## src/rtl/wt_cache_pkg.sv

```systemverilog
`timescale 1ns/1ps
package wt_cache_pkg;
  localparam int ADDR_W = 32;
  localparam int DATA_W = 32;
  localparam int TAG_W  = 20;
  localparam int BE_W   = DATA_W / 8;

  typedef struct packed {
    logic [ADDR_W-1:0] addr;
    logic [BE_W-1:0]   be;
    logic [DATA_W-1:0] data;
  } sb_entry_t;

  typedef enum logic [1:0] {
    ST_IDLE,
    ST_LOOK,
    ST_DRAIN,
    ST_FILL
  } ctrl_state_e;
endpackage

```

## src/rtl/wt_byte_merge.sv

```systemverilog
`timescale 1ns/1ps
module wt_byte_merge #(
  parameter int DATA_W = 32,
  localparam int BE_W = DATA_W / 8
) (
  input  logic [DATA_W-1:0] old_i,
  input  logic [DATA_W-1:0] new_i,
  input  logic [BE_W-1:0]   be_i,
  output logic [DATA_W-1:0] merged_o
);
  for (genvar b = 0; b < BE_W; b++) begin : g_byte
    assign merged_o[b*8 +: 8] = be_i[b] ? new_i[b*8 +: 8] : old_i[b*8 +: 8];
  end
endmodule

```

## src/rtl/wt_valid_bits.sv

```systemverilog
`timescale 1ns/1ps
module wt_valid_bits #(
  parameter int IDX_W = 10,
  localparam int LINES = 1 << IDX_W
) (
  input  logic             clk_i,
  input  logic             rst_ni,
  input  logic [IDX_W-1:0] rd_idx_i,
  output logic             valid_o,
  input  logic             set_i,
  input  logic [IDX_W-1:0] set_idx_i
);
  logic [LINES-1:0] v_q;

  always_ff @(posedge clk_i or negedge rst_ni) begin
    if (!rst_ni)    v_q <= '0;
    else if (set_i) v_q[set_idx_i] <= 1'b1;
  end

  assign valid_o = v_q[rd_idx_i];
endmodule

```

## src/rtl/wt_store_buf.sv

```systemverilog
`timescale 1ns/1ps
module wt_store_buf
  import wt_cache_pkg::*;
#(
  parameter int DEPTH = 4,
  localparam int PTR_W = (DEPTH > 1) ? $clog2(DEPTH) : 1,
  localparam int CNT_W = $clog2(DEPTH + 1)
) (
  input  logic      clk_i,
  input  logic      rst_ni,
  input  logic      push_i,
  input  sb_entry_t entry_i,
  input  logic      pop_i,
  output sb_entry_t head_o,
  output logic      empty_o,
  output logic      full_o
);
  sb_entry_t        slot_q [DEPTH];
  logic [PTR_W-1:0] wr_q, rd_q;
  logic [CNT_W-1:0] cnt_q;

  function automatic logic [PTR_W-1:0] nxt(input logic [PTR_W-1:0] p);
    return (p == PTR_W'(DEPTH - 1)) ? '0 : p + 1'b1;
  endfunction

  always_ff @(posedge clk_i or negedge rst_ni) begin
    if (!rst_ni) begin
      wr_q  <= '0;
      rd_q  <= '0;
      cnt_q <= '0;
    end else begin
      if (push_i) wr_q <= nxt(wr_q);
      if (pop_i)  rd_q <= nxt(rd_q);
      case ({push_i, pop_i})
        2'b10:   cnt_q <= cnt_q + 1'b1;
        2'b01:   cnt_q <= cnt_q - 1'b1;
        default: cnt_q <= cnt_q;
      endcase
    end
  end

  always_ff @(posedge clk_i) begin
    if (push_i) slot_q[wr_q] <= entry_i;
  end

  assign head_o  = slot_q[rd_q];
  assign empty_o = (cnt_q == '0);
  assign full_o  = (cnt_q == CNT_W'(DEPTH));

  p_no_overflow_r8: assert property (@(posedge clk_i) disable iff (!rst_ni)
    push_i |-> !full_o);
  p_no_underflow_r7: assert property (@(posedge clk_i) disable iff (!rst_ni)
    pop_i |-> !empty_o);
  p_count_bound_r8: assert property (@(posedge clk_i) disable iff (!rst_ni)
    cnt_q <= CNT_W'(DEPTH));
endmodule

```

## src/rtl/wt_cache_ctrl.sv

```systemverilog
`timescale 1ns/1ps
module wt_cache_ctrl
  import wt_cache_pkg::*;
#(
  parameter int IDX_W    = 10,
  parameter int SB_DEPTH = 4
) (
  input  logic               clk_i,
  input  logic               rst_ni,
  input  logic               req_i,
  input  logic               we_i,
  input  logic [31:0]        addr_i,
  input  logic [3:0]         be_i,
  input  logic [31:0]        wdata_i,
  output logic               stall_o,
  output logic [31:0]        rdata_o,
  output logic               ram_en_o,
  output logic               ram_we_o,
  output logic [IDX_W-1:0]   ram_idx_o,
  output logic [19:0]        ram_tag_o,
  output logic [31:0]        ram_wdata_o,
  input  logic [19:0]        ram_tag_i,
  input  logic [31:0]        ram_rdata_i,
  output logic               mem_req_o,
  output logic               mem_we_o,
  output logic [31:0]        mem_addr_o,
  output logic [3:0]         mem_be_o,
  output logic [31:0]        mem_wdata_o,
  input  logic               mem_ack_i,
  input  logic [31:0]        mem_rdata_i
);
  localparam int IDX_LO = 2;
  localparam int IDX_HI = IDX_W + IDX_LO - 1;
  localparam int TAG_LO = ADDR_W - TAG_W;

  ctrl_state_e       state_q, state_d;
  logic              a_we_q;
  logic [ADDR_W-1:0] a_addr_q;
  logic [BE_W-1:0]   a_be_q;
  logic [DATA_W-1:0] a_wdata_q;

  logic [IDX_W-1:0]  a_idx;
  logic [TAG_W-1:0]  a_tag;
  logic              line_valid, hit;
  logic              sb_push, sb_pop, sb_empty, sb_full;
  sb_entry_t         sb_in, sb_head;
  logic [DATA_W-1:0] merged;
  logic              fill_rd, fill_done;

  assign a_idx = a_addr_q[IDX_HI:IDX_LO];
  assign a_tag = a_addr_q[ADDR_W-1:TAG_LO];
  assign hit   = line_valid && (ram_tag_i == a_tag);

  always_ff @(posedge clk_i or negedge rst_ni) begin
    if (!rst_ni) begin
      state_q   <= ST_IDLE;
      a_we_q    <= 1'b0;
      a_addr_q  <= '0;
      a_be_q    <= '0;
      a_wdata_q <= '0;
    end else begin
      state_q <= state_d;
      if (state_q == ST_IDLE && req_i) begin
        a_we_q    <= we_i;
        a_addr_q  <= addr_i;
        a_be_q    <= be_i;
        a_wdata_q <= wdata_i;
      end
    end
  end

  assign fill_rd   = (state_q == ST_FILL);
  assign fill_done = fill_rd && mem_ack_i;

  always_comb begin
    state_d = state_q;
    stall_o = 1'b0;
    unique case (state_q)
      ST_IDLE: begin
        stall_o = req_i;
        if (req_i) state_d = ST_LOOK;
      end
      ST_LOOK: begin
        if (a_we_q) begin
          stall_o = sb_full;
          if (!sb_full) state_d = ST_IDLE;
        end else begin
          stall_o = !hit;
          state_d = hit ? ST_IDLE : ST_DRAIN;
        end
      end
      ST_DRAIN: begin
        stall_o = 1'b1;
        if (sb_empty) state_d = ST_FILL;
      end
      ST_FILL: begin
        stall_o = !mem_ack_i;
        if (mem_ack_i) state_d = ST_IDLE;
      end
      default: state_d = ST_IDLE;
    endcase
  end

  assign rdata_o = fill_rd ? mem_rdata_i : ram_rdata_i;

  // the lookup index is re-read each cycle so a store held by a full buffer sees current data
  assign ram_en_o    = (state_q == ST_IDLE && req_i) || (state_q == ST_LOOK) || fill_done;
  assign ram_idx_o   = (state_q == ST_IDLE) ? addr_i[IDX_HI:IDX_LO] : a_idx;
  assign ram_we_o    = sb_push && hit || fill_done;
  assign ram_tag_o   = a_tag;
  assign ram_wdata_o = fill_rd ? mem_rdata_i : merged;

  wt_byte_merge #(.DATA_W(DATA_W)) u_merge (
    .old_i    (ram_rdata_i),
    .new_i    (a_wdata_q),
    .be_i     (a_be_q),
    .merged_o (merged)
  );

  wt_valid_bits #(.IDX_W(IDX_W)) u_valid (
    .clk_i     (clk_i),
    .rst_ni    (rst_ni),
    .rd_idx_i  (a_idx),
    .valid_o   (line_valid),
    .set_i     (fill_done),
    .set_idx_i (a_idx)
  );

  assign sb_push    = (state_q == ST_LOOK) && a_we_q && !sb_full;
  assign sb_in.addr = a_addr_q;
  assign sb_in.be   = a_be_q;
  assign sb_in.data = a_wdata_q;
  assign sb_pop     = !fill_rd && !sb_empty && mem_ack_i;

  wt_store_buf #(.DEPTH(SB_DEPTH)) u_sb (
    .clk_i   (clk_i),
    .rst_ni  (rst_ni),
    .push_i  (sb_push),
    .entry_i (sb_in),
    .pop_i   (sb_pop),
    .head_o  (sb_head),
    .empty_o (sb_empty),
    .full_o  (sb_full)
  );

  assign mem_req_o   = fill_rd || !sb_empty;
  assign mem_we_o    = !fill_rd;
  assign mem_addr_o  = fill_rd ? {a_addr_q[ADDR_W-1:2], 2'b00} : sb_head.addr;
  assign mem_be_o    = fill_rd ? '1 : sb_head.be;
  assign mem_wdata_o = sb_head.data;

  p_read_after_drain_r9: assert property (@(posedge clk_i) disable iff (!rst_ni)
    (mem_req_o && !mem_we_o) |-> sb_empty);
  p_req_hold_r10: assert property (@(posedge clk_i) disable iff (!rst_ni)
    (mem_req_o && !mem_ack_i) |=> (mem_req_o && $stable(mem_addr_o) &&
                                   $stable(mem_we_o) && $stable(mem_wdata_o)));
  p_fill_valid_r4: assert property (@(posedge clk_i) disable iff (!rst_ni)
    fill_done |=> line_valid);
  p_store_hit_only_r6: assert property (@(posedge clk_i) disable iff (!rst_ni)
    (ram_we_o && state_q == ST_LOOK) |-> (ram_tag_i == ram_tag_o));
endmodule

```

## config.mk

```make
export PLATFORM = sky130hd
export DESIGN_NAME = wt_cache_ctrl
export DESIGN_NICKNAME = d
export VERILOG_FILES = /design/src/rtl/wt_cache_pkg.sv /design/src/rtl/wt_byte_merge.sv /design/src/rtl/wt_valid_bits.sv /design/src/rtl/wt_store_buf.sv /design/src/rtl/wt_cache_ctrl.sv
export SDC_FILE = /design/constraint.sdc
export NUM_CORES = 2
export LEC_CHECK = 0
export ABC_AREA = 1
export BUFFER_PORTS_ARGS = -buffer_cell sky130_fd_sc_hd__buf_2
export CAP_MARGIN = 20
export CELL_PAD_IN_SITES_DETAIL_PLACEMENT = 1
export CELL_PAD_IN_SITES_GLOBAL_PLACEMENT = 2
export CORE_ASPECT_RATIO = 0.6
export CORE_MARGIN = 5
export CORE_UTILIZATION = 35
export CTS_CLUSTER_SIZE = 14
export DETAILED_ROUTE_END_ITERATION = 12
export PLACE_DENSITY = 0.75
export SLEW_MARGIN = 15
export SYNTH_ARGS = -nofsm -noshare
export SYNTH_HDL_FRONTEND = slang
export SYNTH_SLANG_ARGS = --single-unit
```

## constraint.sdc

```tcl
create_clock -name clk_i -period 4.59 [get_ports clk_i]
set_clock_uncertainty 0.15 [all_clocks]
set_input_delay 0.918 -clock clk_i [delete_from_list [all_inputs] [get_ports clk_i]]
set_output_delay 0.918 -clock clk_i [all_outputs]
set_load 0.02 [all_outputs]
```

==> results.md <==
| Quantity | Value |
| --- | --- |
| Pwr dens | 619.5 nW/um2 |
| Peak supply drop | 0.3790 mV |
| Inserted Clock Buffers | 146 |
| Width of the die | 545.8 um |
| Wire length of the first global-routing pass | 336300 um |
| CTS root buffer | clkbuf_16 |
| DRC violation count after routing | 0 |
| Average wire length per cell after detail routing | 24.30 um |
| Area of combinational cells with multiple inputs | 21080 um2 |
| Number of cells after detailed placement | 9013 |
| Length in cells of the worst reg-to-reg path | 10 |
| Max cap viols | 0 |
| Nets@finish | 7098 |
| Later-pin clock latency in the skew report | 780 ps |
| Syn nets | 6797 |
| Antenna violations before repair | 17 |
| Clock period minus final worst setup slack | 4877 ps |
| Critical register-to-register path endpoint | u_valid.v_q[746] |
| Cell with the most instances on the worst path | nand2_1 |
| Count of state elements after synthesis | 1374 |
| Number of buffer cells added on primary ports | 323 |
| Avg Inst Size Synth | 9.089 um2 |
| Remaining global-route overflow | 0 |
| Area of the placeable core | 171900 um2 |
| Kind of capture point of the worst setup path | output pin |
| CP max stage cell | dfrtp_4 |
| Total leakage power | 33.92 nW |
| Clock sink count | 1374 |
| WL final | 226400 um |
| Series of cell instances along the critical path | buf_12 > buf_16 > buf_16 > buf_4 > nand2_1 > o21ai_1 > nand2_1 > nand2_2 > nand2_1 > nand2_1 > nor2_2 > nand2_1 > nand2_1 > nand2_2 > o21ai_2 > nand2_4 > nor2_4 > nand2_4 > nand2_8 > nand2_4 > a21oi_4 > buf_6 |
| Detailed-router iteration count before antenna repair | 5 |
| Vias per Instance | 5.276 |
| Via count of the first global-routing pass | 50060 |
| Final-report max-slew violation count | 0 |
| Sequential fraction of the synthesis area | 59.29% |
| Worst Hold Class | input port to asynchronous set/reset pin |
| Slew @ Worst Pin | 1041 ps |
| Floorplan die area | 180900 um2 |
| Worst max-slew margin expressed relative to the limit | 30.35% |
| Initial core utilization | 35.08% |
| Largest incremental delay on the critical path | 550 ps |
| Crit path arrival time | 3810 ps |
| FF+latch area | 35760 um2 |
| Fraction of final layout cells with drive strength greater than 1 | 15.10% |
| Relative area change from synthesis to final layout | 18.80% |
| Upper clock frequency limit | 0.2051 GHz |
| Maximum number of pins on one net before global-route repair | 104 |
| Number of buffers on the longest clock path | 4 |
| Syn Std Cell Area | 60290 um2 |
| Final setup fails | 2 |
| Total of hold buffers inserted after clock tree synthesis | 0 |
| Count of vias placed by the detailed router | 49150 |
| Violated checks | negative setup slack |
| Number of standard cells after synthesis | 6633 |
| Fraction of the cycle the final worst path needs | 106.2% |
| Start-to-end type of the worst setup path | register to output pin |
| Warning count from the yosys run | 0 |
| Global routing usage summed across all routing layers | 24.22% |
| Last weighted congestion value of the routability-driven placer | 0.8160 |
| Setup_tns | -568.0 ps |
| TritonCTS clock tree | done |
| Number of buffers and inverters on the critical path | 5 |
| Highest net fanout along the worst path | 17 |
| RSZ-0062 raised after global routing | yes |
| Final count of hold timing violations | 0 |
| Number of top-level pins | 324 |
| Count of antenna-violating nets left after detailed routing | 0 |
| Nature of the critical path startpoint | register |
| Worst setup slack for register-to-register paths | 1080 ps |
| Clk slew on worst S/H paths | 60 ps |
| Result of the run | finished, violations left |
| Detailed router's first-iteration violation count | 3971 |
| Cell family with most CP delay | simple AND/OR/NAND/NOR gates |
| Vert. Die Dim | 331.5 um |
| Crit Reg-Reg Startpoint | a_addr_q[2] |
| Number of H-tree levels | 4 |
| Count of placed standard cells in the final layout, fillers left out | 9317 |
| Filler cells | 19620 |
| Crit path required time | 3520 ps |
| Final worst slack | -286.9 ps |
| Number of unique standard cell types used by synthesis | 34 |
| Detail Placement HPWL | 135600 um |
| Count of standard-cell rows | 118 |
## worst register-to-register path, delay by kind of cell (launching register included)
kind	cells	cell delay, ps
flip-flops	1	550
AND/OR/NAND/NOR	3	1240
AO/OA/AOI/OAI	1	160
buffers and inverters	6	1310
## cells by family after synthesis
family,synth area share [%]
muxes,0.8779
AOI/OAI and AO/OA,17.36
adders and majority gates,0.1577
DFF,59.29
buffers and inverters,6.834
and+or+nand+nor,15.26
xor gates and xnor gates,0.2179
## worst max-delay path by stage
stage | from | end | slack (ps) | cells past startpoint
after floorplan | register | u_sb.slot_q[0][0] | 100 | 4
after global placement | a_addr_q[2] | stall_o | -140 | 20
after detailed placement | a_addr_q[2] | stall_o | -190 | 20
after CTS | a_addr_q[2] | stall_o | -330 | 21
after global routing | a_addr_q[2] | stall_o | -430 | 22
final | a_addr_q[2] | stall_o | -290 | 22
## report_power, final
group	internal, W	total, W	leakage [nW]	switching (W)
combinational	0.00553	0.0176	16.3	0.0121
clock	0.00692	0.0121	2.31	0.00515
sequential	0.0138	0.0146	15.3	0.000891
total	0.0262	0.0444	33.9	0.0182
## flip-flops by register name (all words and copies together) (netlist names), named ones only
| signal | flops |
|---|---|
| a_addr_q | 32 |
| u_sb.slot_q | 272 |
| state_q | 1 |
| u_sb.rd_q | 2 |
| a_wdata_q | 32 |
| a_be_q | 4 |
| u_valid.v_q | 1024 |
| u_sb.wr_q | 2 |
| a_we_q | 1 |
| u_sb.cnt_q | 3 |
## layout make-up
class	instances	share of cell area (%)
flip-flops and latches	1374	49.93
multi-input cells	4262	29.43
repair buffers	628	7.343
clock buffers	211	5.921
well taps	2280	3.983
inverters	522	2.750
clock inverters	38	0.6394
diodes	2	0.006988
## Yosys cell counts, drive strengths merged
library cell	number	area (um2)
dfrtp	1102	27580
or2	7	43.79
ha	6	75.07
buf	145	920.9
nor3	23	180.2
a21oi	85	425.4
nor2	432	1622
xnor2	5	43.79
o21ai	1069	5350
edfxtp	272	8168
clkbuf	330	1240
nor4	2	12.51
fa	1	20.02
o22ai	49	306.5
nand4	8	50.05
a31oi	14	87.58
o21bai	568	4264
xor2	10	87.58
inv	515	1933
nand3	27	135.1
clkinv	7	26.28
o311ai	4	35.03
mux2	47	529.3
nand2	1905	7156
## routing by layer
metal  track usage, %  share of wire (%)  up-vias
met2            35.53                 42     1216
met4            3.860                1.7        2
met5                0             0.0044        -
met1            38.05                 50    25620
met3            3.882                5.9      259
li1                 -                  -    22060
## stage by stage
step	setup WS, ps	util [%]	cell area, um2	hold WS [ps]	power (W)
2_1_floorplan	99.85	-	60290	274.0	0.02371
3_3_place_gp	-144.4	38.05	65400	284.1	0.03050
3_5_place_dp	-190.4	38.06	65410	291.2	0.03073
4_1_cts	-326.2	41.21	70820	34.21	0.04372
5_1_grt	-430.4	41.67	71610	56.60	0.04655
6_report	-286.9	41.67	71620	38.96	0.04437
## cell usage in the layout, fill, tap and decap left out, types with 68 or more instances in the layout
master | Yosys | routed
o21ai_0 | 1041 | 1037
edfxtp_1 | 272 | 272
inv_1 | 508 | 506
nor2_1 | 432 | 399
clkbuf_16 | 0 | 156
buf_2 | 61 | 320
buf_4 | 39 | 196
nand2_1 | 1903 | 1836
o21bai_1 | 568 | 568
dfrtp_1 | 1102 | 1098
a21oi_1 | 85 | 68
## repair_timing
| action | 4_1_cts | 5_1_grt |
|---|---|---|
| resized for setup | 116 | 71 |
| gates cloned | 8 | 9 |
| pin swaps | 40 | 39 |
| endpoints found under the setup margin | 2 | 2 |
| buffers inserted | 9 | 29 |
Note: power is estimated with default switching activity, not from simulation.
